$ cat src/rtl/dmem_pkg.sv
package dmem_pkg;
  localparam logic [2:0] ACC_DIRECT    = 3'd0;
  localparam logic [2:0] ACC_INDIRECT  = 3'd1;
  localparam logic [2:0] ACC_STACK     = 3'd2;
  localparam logic [2:0] ACC_MOVX_RI   = 3'd3;
  localparam logic [2:0] ACC_MOVX_DPTR = 3'd4;
  localparam logic [2:0] ACC_MOVC      = 3'd5;

  typedef struct packed {
    logic lvadc;
    logic extram;
    logic ao;
  } aux_t;

  localparam logic [2:0] AUX_RST = 3'b110;

  typedef struct packed {
    logic lo;
    logic up;
    logic sfr;
    logic eram;
    logic ext;
    logic ext_rd;
    logic ext_wr;
    logic p0_bus;
    logic p2_bus;
  } route_t;
endpackage

$ cat src/rtl/dmem_aux_reg.sv
module dmem_aux_reg
  import dmem_pkg::*;
(
  input  logic       clk_i,
  input  logic       rst_ni,
  input  logic       we_i,
  input  logic [2:0] wdata_i,
  output aux_t       q_o
);
  aux_t q;

  always_ff @(posedge clk_i or negedge rst_ni) begin
    if (!rst_ni) q <= aux_t'(AUX_RST);
    else if (we_i) q <= aux_t'(wdata_i);
  end

  assign q_o = q;
endmodule

$ cat src/rtl/dmem_route.sv
module dmem_route
  import dmem_pkg::*;
#(
  parameter int unsigned ADDR_W = 16
) (
  input  logic [2:0]        mode_i,
  input  logic [ADDR_W-1:0] addr_i,
  input  logic              rd_i,
  input  logic              wr_i,
  input  logic              extram_i,
  output route_t            route_o
);
  localparam int unsigned BYTE_W = 8;

  logic   active;
  logic   upper_half;
  logic   page_zero;
  logic   xfer;
  route_t r;

  assign active     = rd_i | wr_i;
  assign upper_half = addr_i[BYTE_W-1];
  assign page_zero  = (addr_i[ADDR_W-1:BYTE_W] == '0);

  always_comb begin
    r = '0;
    if (active) begin
      case (mode_i)
        ACC_DIRECT: begin
          if (upper_half) r.sfr = 1'b1;
          else            r.lo  = 1'b1;
        end
        ACC_INDIRECT, ACC_STACK: begin
          if (upper_half) r.up = 1'b1;
          else            r.lo = 1'b1;
        end
        ACC_MOVX_RI: begin
          if (extram_i) begin
            r.ext    = 1'b1;
            r.p0_bus = 1'b1;
          end else begin
            r.eram = 1'b1;
          end
        end
        ACC_MOVX_DPTR: begin
          if (!extram_i && page_zero) begin
            r.eram = 1'b1;
          end else begin
            r.ext    = 1'b1;
            r.p0_bus = 1'b1;
            r.p2_bus = 1'b1;
          end
        end
        ACC_MOVC: begin
          r.ext    = 1'b1;
          r.p0_bus = 1'b1;
          r.p2_bus = 1'b1;
        end
        default: r = '0;
      endcase
    end
    // code reads use the program strobe, not RD/WR
    xfer     = r.ext && (mode_i != ACC_MOVC);
    r.ext_rd = xfer & rd_i;
    r.ext_wr = xfer & wr_i;
  end

  assign route_o = r;
endmodule

$ cat src/rtl/dmem_ale_gen.sv
module dmem_ale_gen #(
  parameter int unsigned DIV = 6
) (
  input  logic clk_i,
  input  logic rst_ni,
  input  logic gate_i,
  output logic ale_o
);
  localparam int unsigned CW = (DIV > 2) ? $clog2(DIV) : 1;
  localparam logic [CW-1:0] LAST = CW'(DIV - 1);

  logic [CW-1:0] cnt;
  logic          tick;

  always_ff @(posedge clk_i or negedge rst_ni) begin
    if (!rst_ni)     cnt <= '0;
    else if (tick)   cnt <= '0;
    else             cnt <= cnt + 1'b1;
  end

  assign tick  = (cnt == LAST);
  assign ale_o = tick & gate_i;
endmodule

$ cat src/rtl/dmem_decoder.sv
module dmem_decoder
  import dmem_pkg::*;
#(
  parameter int unsigned ADDR_W  = 16,
  parameter int unsigned ALE_DIV = 6
) (
  input  logic              clk_i,
  input  logic              rst_ni,
  input  logic [2:0]        mode_i,
  input  logic [ADDR_W-1:0] addr_i,
  input  logic              rd_i,
  input  logic              wr_i,
  input  logic              aux_we_i,
  input  logic [2:0]        aux_wdata_i,
  output logic              sel_lo_o,
  output logic              sel_up_o,
  output logic              sel_sfr_o,
  output logic              sel_eram_o,
  output logic              sel_ext_o,
  output logic              ext_rd_o,
  output logic              ext_wr_o,
  output logic              p0_bus_o,
  output logic              p2_bus_o,
  output logic              ale_en_o,
  output logic              ale_o,
  output logic              lvadc_o
);
  aux_t   aux_q;
  route_t route;

  dmem_aux_reg u_aux (
    .clk_i   (clk_i),
    .rst_ni  (rst_ni),
    .we_i    (aux_we_i),
    .wdata_i (aux_wdata_i),
    .q_o     (aux_q)
  );

  dmem_route #(.ADDR_W(ADDR_W)) u_route (
    .mode_i   (mode_i),
    .addr_i   (addr_i),
    .rd_i     (rd_i),
    .wr_i     (wr_i),
    .extram_i (aux_q.extram),
    .route_o  (route)
  );

  assign ale_en_o = ~aux_q.ao | route.ext;

  dmem_ale_gen #(.DIV(ALE_DIV)) u_ale (
    .clk_i  (clk_i),
    .rst_ni (rst_ni),
    .gate_i (ale_en_o),
    .ale_o  (ale_o)
  );

  assign sel_lo_o   = route.lo;
  assign sel_up_o   = route.up;
  assign sel_sfr_o  = route.sfr;
  assign sel_eram_o = route.eram;
  assign sel_ext_o  = route.ext;
  assign ext_rd_o   = route.ext_rd;
  assign ext_wr_o   = route.ext_wr;
  assign p0_bus_o   = route.p0_bus;
  assign p2_bus_o   = route.p2_bus;
  assign lvadc_o    = aux_q.lvadc;
endmodule

$ cat config.mk
export PLATFORM = sky130hd
export DESIGN_NAME = dmem_decoder
export DESIGN_NICKNAME = d
export VERILOG_FILES = /design/src/rtl/dmem_pkg.sv /design/src/rtl/dmem_aux_reg.sv /design/src/rtl/dmem_route.sv /design/src/rtl/dmem_ale_gen.sv /design/src/rtl/dmem_decoder.sv
export SDC_FILE = /design/constraint.sdc
export NUM_CORES = 1
export LEC_CHECK = 0
export CORE_UTILIZATION = 31
export CTS_BUF_LIST = sky130_fd_sc_hd__clkbuf_4 sky130_fd_sc_hd__clkbuf_8
export CTS_CLUSTER_DIAMETER = 100
export DETAILED_ROUTE_END_ITERATION = 12
export PLACE_DENSITY = 0.77
export SLEW_MARGIN = 25
export SYNTH_ARGS = -nofsm -noshare
export SYNTH_HDL_FRONTEND = slang
export SYNTH_SLANG_ARGS = --single-unit
$ cat constraint.sdc
create_clock -name clk_i -period 2.2 [get_ports clk_i]
set_input_delay 0.33 -clock clk_i [delete_from_list [all_inputs] [get_ports clk_i]]
set_output_delay 0.33 -clock clk_i [all_outputs]
set_load 0.005 [all_outputs]
==> impl_results.md <==
- Fmax: 467 MHz
- Crit Path Category: in -> out
- Status: completed
- Worst slew margin: 76.9%
- Post-synthesis sequential area ratio: 34.4%
- Syn nets: 76
- Switching share of total power: 25.0%
- Largest net degree at the start of global routing: 8
- Cell Area, Synth: 444 um2
- RSZ-0062 raised after global routing: no
- Top Ports: 39
- Top cell family by delay on the critical path: buffers and inverters
- Leak pwr: 0.427 nW
- Gpl congestion: 0.678
- TritonCTS Buffers: 3
- Final hold slack: 328 ps
- Num rows: 13
- Max H-tree Level: 1
- # hold bufs at CTS: 0
- Final hold vios: 0
- Initial Utilization: 33.7%
- Die area: 1590 um2
- Yosys cell types: 27
- Remaining DRCs: 0
- Finished Cell Area: 902 um2
- Worst reg2reg setup slack: 1390 ps
- Gr usage total: 19.2%
- Psw: 93.1 uW
- Wire per inst: 12.4 um
- Final #Nets: 120
- Root Driver: clkbuf_4
- Critical Path Most Common Cell: dlygate4sd2_1
- Layout cells sized above 1: 31.5%
- Initial antenna violation count: 0
- Synth Flop Type: dfrtp_1
- Most common cell after layout, fill and taps aside: clkdlybuf4s50_1
- Worst-margin pin slew: 345 ps
- Number of diodes: 0
- Biggest cell delay along the critical path: 530 ps
- Number of max-slew violations in the final report: 0
- CTS tree: built
- Total wire length: 1330 um
- Final period demand of the worst path: 2140 ps
- Die Wd: 39.9 um
- Chip height: 39.9 um
- Buf+Inv Stages, Crit Path: 3
- VDD IR max: 0.350 mV
- Synth top area cells: dfrtp_1 (23%), dfstp_2 (12%), mux2_2 (7.6%), a32oi_4 (6.2%), nand2_1 (5.1%)
- Yosys top cell area share: 22.5%
- Vias: 538
- Cell accounting for the most synthesized area: dfrtp_1
- Yosys reg bits: 6
- Flop pwr share: 33.2%
- Max-cap violations: 0
- Clock skew: 0.0274 ps
- Setup crit end kind: primary output
- Crit start category: input port
- DRT antenna net count: 0
- CTS clk-pin slew, worst paths: 50 ps
- CP Cell Sequence: dlygate4sd2_1 -> or4_4 -> a32oi_4 -> buf_6 -> a21oi_1 -> dlygate4sd2_1
- Post-synth EDFFs: 0
- CP max-delay cell: or4_4
- Max FO, Critical Path: 3
- DPL Wire Length: 1070 um
- Layout Area Growth over Synthesis: 103%
- Final global-route overflow total: 0
- Drt pass-1 iters: 1
- Async SR Flop Fraction: 100%
- Commonest cells after routing, fill and taps aside: clkdlybuf4s50_1 (14), dlygate4sd2_1 (11), buf_4 (7)
- CP required: 1870 ps
- Cell Area, Placed: 815 um2
- Final period utilization: 97.3%
- Critical Path AT: 1810 ps
- Initial DRC count: 0
- Clock network power share: 33.2%
- Combinational power share: 33.6%
- Vias per inst: 5.03
- Port bufs: 31
- Final setup fails: 0
- Clock Sinks: 6
- Avg Inst Size Synth: 9.06 um2
- Pwr dens: 412 nW/um2
- Clk buf depth: 2
- Cell internal pwr: 279 uW
- YS warnings: 0
- Core Box Area: 1320 um2
- First-pass GRT wire length: 2060 um
- Hold WC Path Type: in -> async
- Worst-Skew Late Latency: 240 ps
- Vias in the first global route: 526
- Syn Inst Count: 49
flip-flops by register name, indices dropped and copies added, names as in the netlist:
register	count
u_aux.q_o	3
u_ale.cnt	3
cell type report:
| class | count | area [um2] |
|---|---|---|
| clock buffer | 4 | 30.0 |
| multi-input combinational | 39 | 308 |
| inverter | 2 | 7.51 |
| fill | 114 | 415 |
| timing repair buffer | 41 | 385 |
| sequential | 6 | 153 |
| tap | 15 | 18.8 |
cell usage after synthesis, types with 2 or more instances:
cell and count:
nand2_1 6, mux2_2 3, o21ai_0 2, inv_1 2
a21oi_1 3, nor4_1 2, dfrtp_1 4, nor2_1 4
dfstp_2 2, nand3_1 3, nand2b_1 2
power groups by stage:
stage	logic, mW	registers (mW)	clock network [mW]
global route	0.134	0.124	0.134
detailed placement	0.120	0.125	0
global placement	0.117	0.125	0
CTS	0.121	0.124	0.130
finish	0.125	0.123	0.124
floorplan	0.0407	0.124	0
final timing paths:
kind                                        startpoint                        to  cells after the start
worst min-delay path                            rst_ni    u_ale.cnt[2]$_DFF_PN0_                      1
max in group asynchronous                       rst_ni  u_aux.q_o[2]$_DFFE_PN1P_                      1
min in group clk_i              u_ale.cnt[2]$_DFF_PN0_    u_ale.cnt[1]$_DFF_PN0_                      1
worst max-delay path                         addr_i[9]                  ext_wr_o                      6
worst min register to register  u_ale.cnt[2]$_DFF_PN0_    u_ale.cnt[1]$_DFF_PN0_                      1
worst max register to register  u_ale.cnt[1]$_DFF_PN0_    u_ale.cnt[1]$_DFF_PN0_                      2
through the flow:
step | setup slack [ps] | power (mW) | cells | TNS [ps] | util (%)
finish | 58.5 | 0.372 | 107 | 0 | 68.5
global placement | -331 | 0.242 | 101 | -2370 | 61.8
floorplan | 365 | 0.165 | 49 | 0 | -
global route | 5.09 | 0.393 | 107 | 0 | 68.5
CTS | 1.63 | 0.375 | 107 | 0 | 67.0
detailed placement | -350 | 0.245 | 101 | -2700 | 61.8
layer usage:
| metal | GRT usage, % | wire (um) | vias up |
|---|---|---|---|
| li1 | - | - | 266 |
| met1 | 20.2 | 489 | 252 |
| met2 | 38.1 | 752 | 18 |
| met3 | 1.14 | 70 | 2 |
| met4 | 7.76 | 14 | 0 |
| met5 | 0 | 0 | - |
repair_timing:
item	CTS	global route
resized for setup	23	10
setup buffers	2	0
setup endpoints to repair	11	8
pin swaps	3	0
cell families after synthesis:
| family | synth area share (%) |
|---|---|
| AND/OR/NAND/NOR | 28.7 |
| multiplexers | 7.61 |
| buffers and inverters | 5.92 |
| XOR/XNOR | 1.97 |
| AO/OA/AOI/OAI | 21.4 |
| flip-flops | 34.4 |
Note: power is estimated with default switching activity, not from simulation.
